===== config.mk =====
export PLATFORM = sky130hd
export DESIGN_NAME = loc_access_arb
export DESIGN_NICKNAME = d
export VERILOG_FILES = /design/src/rtl/loc_arb_pkg.sv /design/src/rtl/loc_addr_decode.sv /design/src/rtl/loc_owner_ctrl.sv /design/src/rtl/loc_read_mux.sv /design/src/rtl/loc_access_arb.sv
export SDC_FILE = /design/constraint.sdc
export NUM_CORES = 1
export LEC_CHECK = 0
export CAP_MARGIN = 20
export CORE_MARGIN = 5
export CORE_UTILIZATION = 51
export CTS_BUF_LIST = sky130_fd_sc_hd__clkbuf_4 sky130_fd_sc_hd__clkbuf_8
export DETAILED_ROUTE_END_ITERATION = 16
export PLACE_DENSITY_LB_ADDON = 0.08
export SLEW_MARGIN = 30
export SYNTH_ARGS = -nofsm -noshare
export SYNTH_HDL_FRONTEND = slang
export SYNTH_SLANG_ARGS = --single-unit

===== constraint.sdc =====
create_clock -name clk -period 2.6 [get_ports clk]
set_input_delay 0.65 -clock clk [delete_from_list [all_inputs] [get_ports clk]]
set_output_delay 0.65 -clock clk [all_outputs]
set_load 0.1 [all_outputs]

===== src/rtl/loc_arb_pkg.sv =====
package loc_arb_pkg;
  localparam int LOC_MAX = 8;
  localparam int IDX_W   = 3;

  // access byte bit positions
  localparam int B_EST   = 0;
  localparam int B_REQ   = 1;
  localparam int B_PEND  = 2;
  localparam int B_SEIZE = 3;
  localparam int B_SZD   = 4;
  localparam int B_ACT   = 5;
  localparam int B_VALID = 7;

  typedef enum logic [1:0] {CMD_NONE, CMD_REL, CMD_SEIZE, CMD_REQ} cmd_e;

  // pick one command from a written byte: release > seize > request
  function automatic cmd_e decode_cmd(logic [7:0] d);
    if (d[B_ACT])        return CMD_REL;
    else if (d[B_SEIZE]) return CMD_SEIZE;
    else if (d[B_REQ])   return CMD_REQ;
    return CMD_NONE;
  endfunction

  // highest set bit of an up-to-8-bit request vector
  function automatic logic [IDX_W-1:0] top_index(logic [LOC_MAX-1:0] v);
    logic [IDX_W-1:0] r;
    r = '0;
    for (int i = 0; i < LOC_MAX; i++)
      if (v[i]) r = IDX_W'(i);
    return r;
  endfunction

  function automatic logic [7:0] pack_access(logic act, logic szd, logic pend,
                                             logic rq, logic est);
    logic [7:0] b;
    b          = 8'h00;
    b[B_VALID] = 1'b1;
    b[B_ACT]   = act;
    b[B_SZD]   = szd;
    b[B_PEND]  = pend;
    b[B_REQ]   = rq;
    b[B_EST]   = ~est;
    return b;
  endfunction
endpackage


===== src/rtl/loc_addr_decode.sv =====
module loc_addr_decode
  import loc_arb_pkg::*;
#(
  parameter int NLOC     = 5,
  parameter int LOC_BITS = 3,
  parameter int OFF_BITS = 12
) (
  input  logic                         bus_req,
  input  logic                         bus_we,
  input  logic [LOC_BITS+OFF_BITS-1:0] bus_addr,
  output logic [LOC_BITS-1:0]          loc_sel,
  output logic                         loc_ok,
  output logic                         off_zero,
  output logic                         wr_evt,
  output logic                         rd_evt
);
  assign loc_sel  = bus_addr[LOC_BITS+OFF_BITS-1:OFF_BITS];
  assign loc_ok   = (32'(loc_sel) < NLOC);
  assign off_zero = (bus_addr[OFF_BITS-1:0] == '0);
  assign wr_evt   = bus_req && bus_we && loc_ok && off_zero;
  assign rd_evt   = bus_req && !bus_we;
endmodule


===== src/rtl/loc_owner_ctrl.sv =====
module loc_owner_ctrl
  import loc_arb_pkg::*;
#(
  parameter int NLOC = 5
) (
  input  logic             clk,
  input  logic             rst_n,
  input  logic             wr_evt,
  input  logic [IDX_W-1:0] wr_loc,
  input  logic [7:0]       wr_data,
  output logic             own_vld,
  output logic [IDX_W-1:0] own_idx,
  output logic [NLOC-1:0]  req_vec,
  output logic [NLOC-1:0]  szd_vec,
  output logic             grant_evt,
  output logic [IDX_W-1:0] grant_idx
);
  cmd_e             cmd;
  logic             w_vld;
  logic [IDX_W-1:0] w_idx;
  logic [NLOC-1:0]  w_req, w_szd, n_req;
  logic [LOC_MAX-1:0] req_ext;
  logic             writer_owns;

  assign cmd         = wr_evt ? decode_cmd(wr_data) : CMD_NONE;
  assign writer_owns = own_vld && (own_idx == wr_loc);

  // apply the bus command
  always_comb begin
    w_vld = own_vld;
    w_idx = own_idx;
    w_req = req_vec;
    w_szd = szd_vec;
    unique case (cmd)
      CMD_REL: begin
        w_req[wr_loc] = 1'b0;
        w_szd[wr_loc] = 1'b0;
        if (writer_owns) w_vld = 1'b0;
      end
      CMD_SEIZE: begin
        if (!own_vld || (own_idx < wr_loc)) begin
          if (own_vld) w_szd[own_idx] = 1'b1;
          w_vld         = 1'b1;
          w_idx         = wr_loc;
          w_req[wr_loc] = 1'b0;
        end
      end
      CMD_REQ: begin
        if (!writer_owns) w_req[wr_loc] = 1'b1;
      end
      default: ;
    endcase
  end

  // grant the highest waiting requester when free
  always_comb begin
    req_ext             = '0;
    req_ext[NLOC-1:0]   = w_req;
    grant_evt           = !w_vld && (|w_req);
    grant_idx           = top_index(req_ext);
    n_req               = w_req;
    if (grant_evt) n_req[grant_idx] = 1'b0;
  end

  always_ff @(posedge clk or negedge rst_n) begin
    if (!rst_n) begin
      own_vld <= 1'b0;
      own_idx <= '0;
      req_vec <= '0;
      szd_vec <= '0;
    end else begin
      own_vld <= w_vld || grant_evt;
      own_idx <= grant_evt ? grant_idx : w_idx;
      req_vec <= n_req;
      szd_vec <= w_szd;
    end
  end

  // owner never keeps a pending request of its own
  assert_owner_no_req_R3: assert property (@(posedge clk) disable iff (!rst_n)
    own_vld |-> !req_vec[own_idx]);

  // without a bus write, ownership stays put
  assert_owner_hold_R4: assert property (@(posedge clk) disable iff (!rst_n)
    (!wr_evt && own_vld) |=> (own_vld && $stable(own_idx)));

  // a free device with waiting requests does not stay free
  assert_free_grants_R6: assert property (@(posedge clk) disable iff (!rst_n)
    (!own_vld && (|req_vec)) |-> 1'b0);

  for (genvar i = 0; i < NLOC; i++) begin : g_szd_chk
    assert_seize_prev_owner_R7: assert property (@(posedge clk) disable iff (!rst_n)
      $rose(szd_vec[i]) |-> ($past(own_vld) && ($past(own_idx) == IDX_W'(i))));
    assert_seized_clear_by_self_R8: assert property (@(posedge clk) disable iff (!rst_n)
      $fell(szd_vec[i]) |-> ($past(wr_evt) && ($past(wr_loc) == IDX_W'(i))));
  end
endmodule


===== src/rtl/loc_read_mux.sv =====
module loc_read_mux
  import loc_arb_pkg::*;
#(
  parameter int NLOC     = 5,
  parameter int LOC_BITS = 3
) (
  input  logic                clk,
  input  logic                rst_n,
  input  logic                rd_evt,
  input  logic [LOC_BITS-1:0] loc_sel,
  input  logic                loc_ok,
  input  logic                off_zero,
  input  logic                own_vld,
  input  logic [IDX_W-1:0]    own_idx,
  input  logic [NLOC-1:0]     req_vec,
  input  logic [NLOC-1:0]     szd_vec,
  input  logic                os_established,
  output logic [7:0]          rdata
);
  logic [IDX_W-1:0] li;
  logic [NLOC-1:0]  self_mask;
  logic             act, pend;
  logic [7:0]       rbyte;

  assign li        = IDX_W'(loc_sel);
  assign self_mask = NLOC'(1) << li;
  assign act       = own_vld && (own_idx == li);
  assign pend      = |(req_vec & ~self_mask);

  always_comb begin
    if (!loc_ok)        rbyte = 8'hFF;
    else if (!off_zero) rbyte = 8'h00;
    else rbyte = pack_access(act, |(szd_vec & self_mask), pend,
                             |(req_vec & self_mask), os_established);
  end

  always_ff @(posedge clk or negedge rst_n) begin
    if (!rst_n)      rdata <= 8'h00;
    else if (rd_evt) rdata <= rbyte;
  end

  assert_absent_reads_ones_R10: assert property (@(posedge clk) disable iff (!rst_n)
    (rd_evt && !loc_ok) |=> (rdata == 8'hFF));

  assert_valid_bit_set_R3: assert property (@(posedge clk) disable iff (!rst_n)
    (rd_evt && loc_ok && off_zero) |=> rdata[B_VALID]);
endmodule


===== src/rtl/loc_access_arb.sv =====
module loc_access_arb
  import loc_arb_pkg::*;
#(
  parameter int NLOC     = 5,
  parameter int LOC_BITS = 3,
  parameter int OFF_BITS = 12
) (
  input  logic                         clk,
  input  logic                         rst_n,
  input  logic                         bus_req,
  input  logic                         bus_we,
  input  logic [LOC_BITS+OFF_BITS-1:0] bus_addr,
  input  logic [7:0]                   bus_wdata,
  input  logic                         os_established,
  output logic                         bus_ack,
  output logic [7:0]                   bus_rdata
);
  logic [LOC_BITS-1:0] loc_sel;
  logic                loc_ok, off_zero, wr_evt, rd_evt;
  logic                own_vld, grant_evt;
  logic [IDX_W-1:0]    own_idx, grant_idx;
  logic [NLOC-1:0]     req_vec, szd_vec;

  initial begin
    assert (NLOC >= 1 && NLOC <= LOC_MAX && (1 << LOC_BITS) >= NLOC)
      else $error("locality count does not fit");
  end

  loc_addr_decode #(.NLOC(NLOC), .LOC_BITS(LOC_BITS), .OFF_BITS(OFF_BITS)) u_dec (
    .bus_req(bus_req), .bus_we(bus_we), .bus_addr(bus_addr),
    .loc_sel(loc_sel), .loc_ok(loc_ok), .off_zero(off_zero),
    .wr_evt(wr_evt), .rd_evt(rd_evt));

  loc_owner_ctrl #(.NLOC(NLOC)) u_own (
    .clk(clk), .rst_n(rst_n), .wr_evt(wr_evt), .wr_loc(IDX_W'(loc_sel)),
    .wr_data(bus_wdata), .own_vld(own_vld), .own_idx(own_idx),
    .req_vec(req_vec), .szd_vec(szd_vec),
    .grant_evt(grant_evt), .grant_idx(grant_idx));

  loc_read_mux #(.NLOC(NLOC), .LOC_BITS(LOC_BITS)) u_rd (
    .clk(clk), .rst_n(rst_n), .rd_evt(rd_evt), .loc_sel(loc_sel),
    .loc_ok(loc_ok), .off_zero(off_zero), .own_vld(own_vld), .own_idx(own_idx),
    .req_vec(req_vec), .szd_vec(szd_vec), .os_established(os_established),
    .rdata(bus_rdata));

  always_ff @(posedge clk or negedge rst_n) begin
    if (!rst_n) bus_ack <= 1'b0;
    else        bus_ack <= bus_req;
  end

  assert_ack_follows_req_R2: assert property (@(posedge clk) disable iff (!rst_n)
    bus_req |=> bus_ack);
  assert_no_spurious_ack_R2: assert property (@(posedge clk) disable iff (!rst_n)
    !bus_req |=> !bus_ack);
  assert_grant_only_when_free_R5: assert property (@(posedge clk) disable iff (!rst_n)
    grant_evt |=> own_vld);
endmodule


Word level (Yosys, flattened, before mapping):

Index checks and enable logic that the tools add are counted.

* register bits: 23
* bits of input ports: 28
* output and inout port bits: 9
* logic and storage cells: 90

* order comparisons: 8
* eq/ne operators: 6
* shift operators: 1
* multiplexer cells: 33
* bitwise gates (word level): 12
* reductions and logical operators: 24

Operators with widths (number)
* bitwise AND 5 bit: 6
* two-way mux 5 bit: 5
* OR reduction 5 bit: 4
* two-way mux 8 bit: 2
* NOT 5 bit: 3
* case mux 5 bit (3 select lines): 1
* two-way mux 2 bit: 7
* zero test 12 bit: 1
* less-than comparator 3 x 4 -> 1 bit (second input constant): 3
* two-way mux 3 bit: 4
* bitwise OR 5 bit: 2
* case mux 5 bit (2 select lines): 1
* demux 1 bit (select 3 bit): 3
* >= comparator 3 x 1 -> 1 bit (second input constant): 3
* logical AND 1 bit: 9
* two-way mux 1 bit: 9
* nonzero test 2 bit: 3
* left shift 1 x 3 -> 5 bit (first input constant): 1
* equality test 2 bit (second input constant): 2
* != test 2 x 1 -> 1 bit (second input constant): 2
* equality test 3 bit: 1
* zero test 1 bit: 3
* less-than comparator 3 bit: 1
* less-than comparator 3 bit (second input constant): 1
* other kinds (6): 7

Logic depth before layout (Yosys ltp):

* depth in word-level cells: 19
* gate-level depth with buffers: 14
* gate-level depth less buffers: 13

Hierarchy:

A second synthesis with hierarchy kept.

* cells, all modules: 181
* area, all modules: 1627.8 um^2

By module, submodules not included
* loc_owner_ctrl: instances 1, cells an instance 115, area an instance 1027.2 um^2
* loc_read_mux: instances 1, cells an instance 55, area an instance 508.0 um^2
* loc_addr_decode: instances 1, cells an instance 10, area an instance 67.6 um^2
* loc_access_arb: instances 1, cells an instance 1, area an instance 25.0 um^2

Least setup slack after synthesis:

No wires, ideal clock.

* path type: in2reg
* from: in bus_addr[2]
* to: reg u_own.own_idx[0]
* library setup time: 0.066 ns
* data arrival time: 3.067 ns
* required time: 2.534 ns
* setup slack: -0.533 ns
* stages: 11
* buffers on the path: 0
* cell sequence: nor4_1 -> nand3_1 -> inv_1 -> nand4_1 -> or3_1 -> ha_1 -> o41a_1 -> and2_1 -> a211o_1 -> nor4_2 -> a221o_1

* cells in the longest elaborated chain, start to end: 10
* elaborated cells on any way between the ends: 19
* those cells by class: 3 x eq/ne; 8 x mux; 8 x reduce/logical

RTL lines
* start: declaration: line loc_access_arb.sv:12 `input logic [LOC_BITS+OFF_BITS-1:0] bus_addr,`
* zero test 12 bit (*): line loc_addr_decode.sv:19 `assign off_zero = (bus_addr[OFF_BITS-1:0] == '0);`
* logical AND 1 bit (*): line loc_addr_decode.sv:20 `assign wr_evt = bus_req && bus_we && loc_ok && off_zero;`
* two-way mux 2 bit (*): line loc_owner_ctrl.sv:25 `assign cmd = wr_evt ? decode_cmd(wr_data) : CMD_NONE;`
* equality test 2 bit or equality test 2 x 1 -> 1 bit (tied branches): line loc_owner_ctrl.sv:34 `unique case (cmd)`
* case mux 5 bit (3 select lines): line loc_owner_ctrl.sv:34
* two-way mux 1 bit: line loc_arb_pkg.sv:29 `if (v[i]) r = IDX_W'(i);`
* two-way mux 2 bit (2 in a row): line loc_arb_pkg.sv:29
* two-way mux 3 bit: line loc_arb_pkg.sv:29
* two-way mux 3 bit: line loc_owner_ctrl.sv:73 `own_idx <= grant_evt ? grant_idx : w_idx;`
* end signal: assignment: line loc_owner_ctrl.sv:73
* end: declaration: line loc_owner_ctrl.sv:12 `output logic [IDX_W-1:0] own_idx,`

Every way passes the cells marked *; elsewhere a longest branch is shown, timed or not.
A chain may end at the register's enable or synchronous reset.

Worst setup path in the final report:

* from: in bus_addr[9]
* to: reg u_own.own_idx[1]

* cells in the longest elaborated chain, start to end: 9
* elaborated cells on any way between the ends: 18
* those cells by class: 3 x eq/ne; 7 x mux; 8 x reduce/logical

RTL lines
* zero test 12 bit (*): line loc_addr_decode.sv:19
* logical AND 1 bit (*): line loc_addr_decode.sv:20
* two-way mux 2 bit (*): line loc_owner_ctrl.sv:25
* equality test 2 bit or equality test 2 x 1 -> 1 bit (tied branches): line loc_owner_ctrl.sv:34
* case mux 5 bit (3 select lines) or case mux 1 bit (2 select lines) (tied branches): line loc_owner_ctrl.sv:34
* OR reduction 5 bit, or another cell as far along: line loc_owner_ctrl.sv:59 `grant_evt = !w_vld && (|w_req);`
* logical AND 1 bit or two-way mux 2 bit (tied branches): line loc_owner_ctrl.sv:59, loc_arb_pkg.sv:29
* nonzero test 2 bit (no source line) or two-way mux 3 bit (tied branches)
* AND reduction 2 bit (no source line) or two-way mux 3 bit (tied branches)

Marked as above.

==> qor.yml <==
worst_path_max_delay_cell: "or3_4"
synth_area_mm2: 0.00155
htree_levels: 1
clock_skew_ns: 0.0189
reg2reg_depth: 7
yosys.cell_types.count: 57
min_period_ns: 2.96
cts.sinks: 22
violations: "negative setup slack"
preCtsSetupSlack_ns: -1.10
coreArea_mm2: 0.00298
layout.cells.most_common: "buf_4"
arrival_ns: 3.20
crit_fanout: 4
endpoint_kind: "flop"
cts_tree: "yes"
fillCellCount: 170
path_class: "input port to flop"
crit_end: "u_own.own_idx[1]$_DFFE_PN0P_"
max_freq_mhz: 338
crit_chain: "buf_6 > nor4_4 > nand3_2 > inv_1 > nand4_1 > or3_4 > ha_4 > buf_6 > a311oi_2 > o21ai_2 > a221oi_2 > buf_4 > a21boi_2 > a211o_1"
synth_edf_count: 0
syn_avg_cell_area_um2: 9.32
status: "complete, but fails checks"
place_congestion: 0.941
final_core_util_pct: 85.2
clk_pin_slew_ns: 0.15
syn_nets: 201
final_hold_viol_count: 0
setup_violations: 13
setup_ws_ns: -0.361
crit_required_ns: 2.84
dp.cells: 259
ys.flop_type: "dfrtp_1"
period_share_pct: 114
yosys_warnings: 0
rsz0062_at_grt: "true"
slowest_delay_ns: 0.44
drt_iter0_markers: 135
wl_per_cell_um: 19.7
cts_hold_buf: 0
grt-ovfl-total: 0
yosysSeqAreaShare_pct: 35.6
crit_cells: 14
first_pass_iters: 4
cts_buffers: 3
worstSkewPairLatency_ns: 0.34
start_kind: "input port"
grt_start_max_net_pins: 23
nets: 276
die_h_um: 65.1
dieArea_mm2: 0.00424
ant_nets: 0
startpoint: "bus_addr[9]"
drv_cap: 0
layout-drive-gt1-share_pct: 49.6
whs_ns: 0.499
clockRootBuffer: "clkbuf_4"
io_pins: 37
viasPerCell: 6.16
area.growth.synth_to_final_pct: 63.9
ys_ff_latch: 22
die_width_um: 65.1
slew_headroom_pct: 75.0
fin_cells: 273
r2r_start: "u_own.own_idx[1]$_DFFE_PN0P_"
crit_top_cell: "buf_6"
hold_class: "flop to flop"
hpwl_mm: 3.81
p_per_area_mw_per_mm2: 354
start_util_pct: 52.0
final_cell_mix: "buf_4, dfrtp_1, buf_6, o21ai_0"
drcViolationCount: 0
grt_pass1_wl_mm: 8.33
io_buffers: 31
grt_antenna_before_repair: 0
cts_buffer_depth: 2
grt_util_all_layers_pct: 25.5
ys_async_sr_fraction_pct: 100
worst_r2r_endpoint: "u_own.own_idx[0]$_DFFE_PN0P_"
r2r_setup_slack_ns: 0.08
drt_wl_total_mm: 5.38
n_antenna_cell: 0
vdd_drop_max_v: 0.000302
grt_pass1_vias: 1728
worst_slew_pin_slew_ns: 0.365
cp_top_family: "compound AO/OA/AOI/OAI gates"
synthCells: 166
rows: 20
drv_slew: 0
cellLeakagePower_nw: 1.12
crit_buf_inv: 4
vias: 1682
==> cell families after synthesis <==
logic type / count (synthesis) / synth area share, %
mux: 8 / 6.31
buf+inv: 17 / 5.01
flops: 22 / 35.6
fa+ha+maj: 7 / 5.66
compound gates: 60 / 28.0
simple gates: 52 / 19.5
==> where the power goes <==
part           internal, W  switching, W
sequential        0.000355    0.00000736
combinational    0.0000775      0.000178
clock             0.000156      0.000123
==> repair_timing <==
| action | 4_1_cts | 5_1_grt |
|---|---|---|
| setup buffers | 5 | 6 |
| setup endpoints to repair | 14 | 14 |
| pin swaps | 19 | 22 |
| gates resized for setup | 76 | 31 |
==> cells in the mapped netlist (2+ instances only) <==
cell type	count	share of area, %
a21oi_1	7	2.3
mux2i_1	3	1.9
inv_1	10	2.4
nor3_1	3	0.97
a211o_1	2	1.1
o21a_1	4	1.9
buf_4	3	1.5
o21ai_1	3	0.97
nor4_1	3	1.2
or3_1	2	0.81
nand2b_1	3	1.2
nor2b_1	3	1.2
mux2_2	4	2.9
and2_1	2	0.81
a22oi_1	2	0.97
dfrtp_1	22	36
nand3_1	5	1.6
nand4_1	3	1.2
a31oi_1	2	0.81
buf_2	2	0.65
nor2_1	10	2.4
ha_1	7	5.7
nand2_1	9	2.2
o21ai_0	19	6.1
==> routing by layer <==
layer | vias up | global-route usage (%) | part of all wire (%)
met5 | - | 0 | 0
met4 | 0 | 10.9 | 3.5
met3 | 20 | 3.42 | 6.5
met2 | 68 | 45.8 | 52
met1 | 812 | 30.4 | 38
li1 | 782 | - | -
==> per-stage QoR <==
stage	area, um^2	total power [W]	setup TNS [ns]
after floorplan	1640	0.000529	-2.68
after global placement	2190	0.000620	-11.62
after detailed placement	2190	0.000624	-12.96
after CTS	2380	0.000890	-3.21
after global routing	2540	0.000928	-5.39
final	2540	0.000897	-3.31
==> area by class of cell <==
class / count / area, um^2 / share of cell area (%)
inverter: 11 / 46.3 / 1.83
tap: 33 / 41.3 / 1.63
sequential: 22 / 551 / 21.7
clock inverter: 1 / 30.0 / 1.18
timing repair buffer: 76 / 651 / 25.7
multi-input combinational: 127 / 1190 / 47.1
clock buffer: 3 / 22.5 / 0.888
==> state kept, by name, summed over array words and instances (netlist names) <==
signal / cells
u_own.own_vld: 1
u_own.own_idx: 3
u_own.req_vec: 5
u_own.szd_vec: 5
bus_ack: 1
u_rd.rdata: 7
==> worst min path at each step <==
stage | start | endpoint | slack, ns | cells after the start
final | u_rd.rdata[7]$_DFFE_PN0P_ | u_rd.rdata[7]$_DFFE_PN0P_ | 0.50 | 1
after global routing | u_rd.rdata[7]$_DFFE_PN0P_ | u_rd.rdata[7]$_DFFE_PN0P_ | 0.52 | 1
after CTS | u_rd.rdata[7]$_DFFE_PN0P_ | u_rd.rdata[7]$_DFFE_PN0P_ | 0.50 | 1
after detailed placement | u_rd.rdata[7]$_DFFE_PN0P_ | u_rd.rdata[7]$_DFFE_PN0P_ | 0.47 | 1
after global placement | u_rd.rdata[1]$_DFFE_PN0P_ | u_rd.rdata[1]$_DFFE_PN0P_ | 0.45 | 2
after floorplan | rst_n | bus_ack$_DFF_PN0_ | 0.35 | 0
No activity file was read; power rests on OpenSTA's default activity.
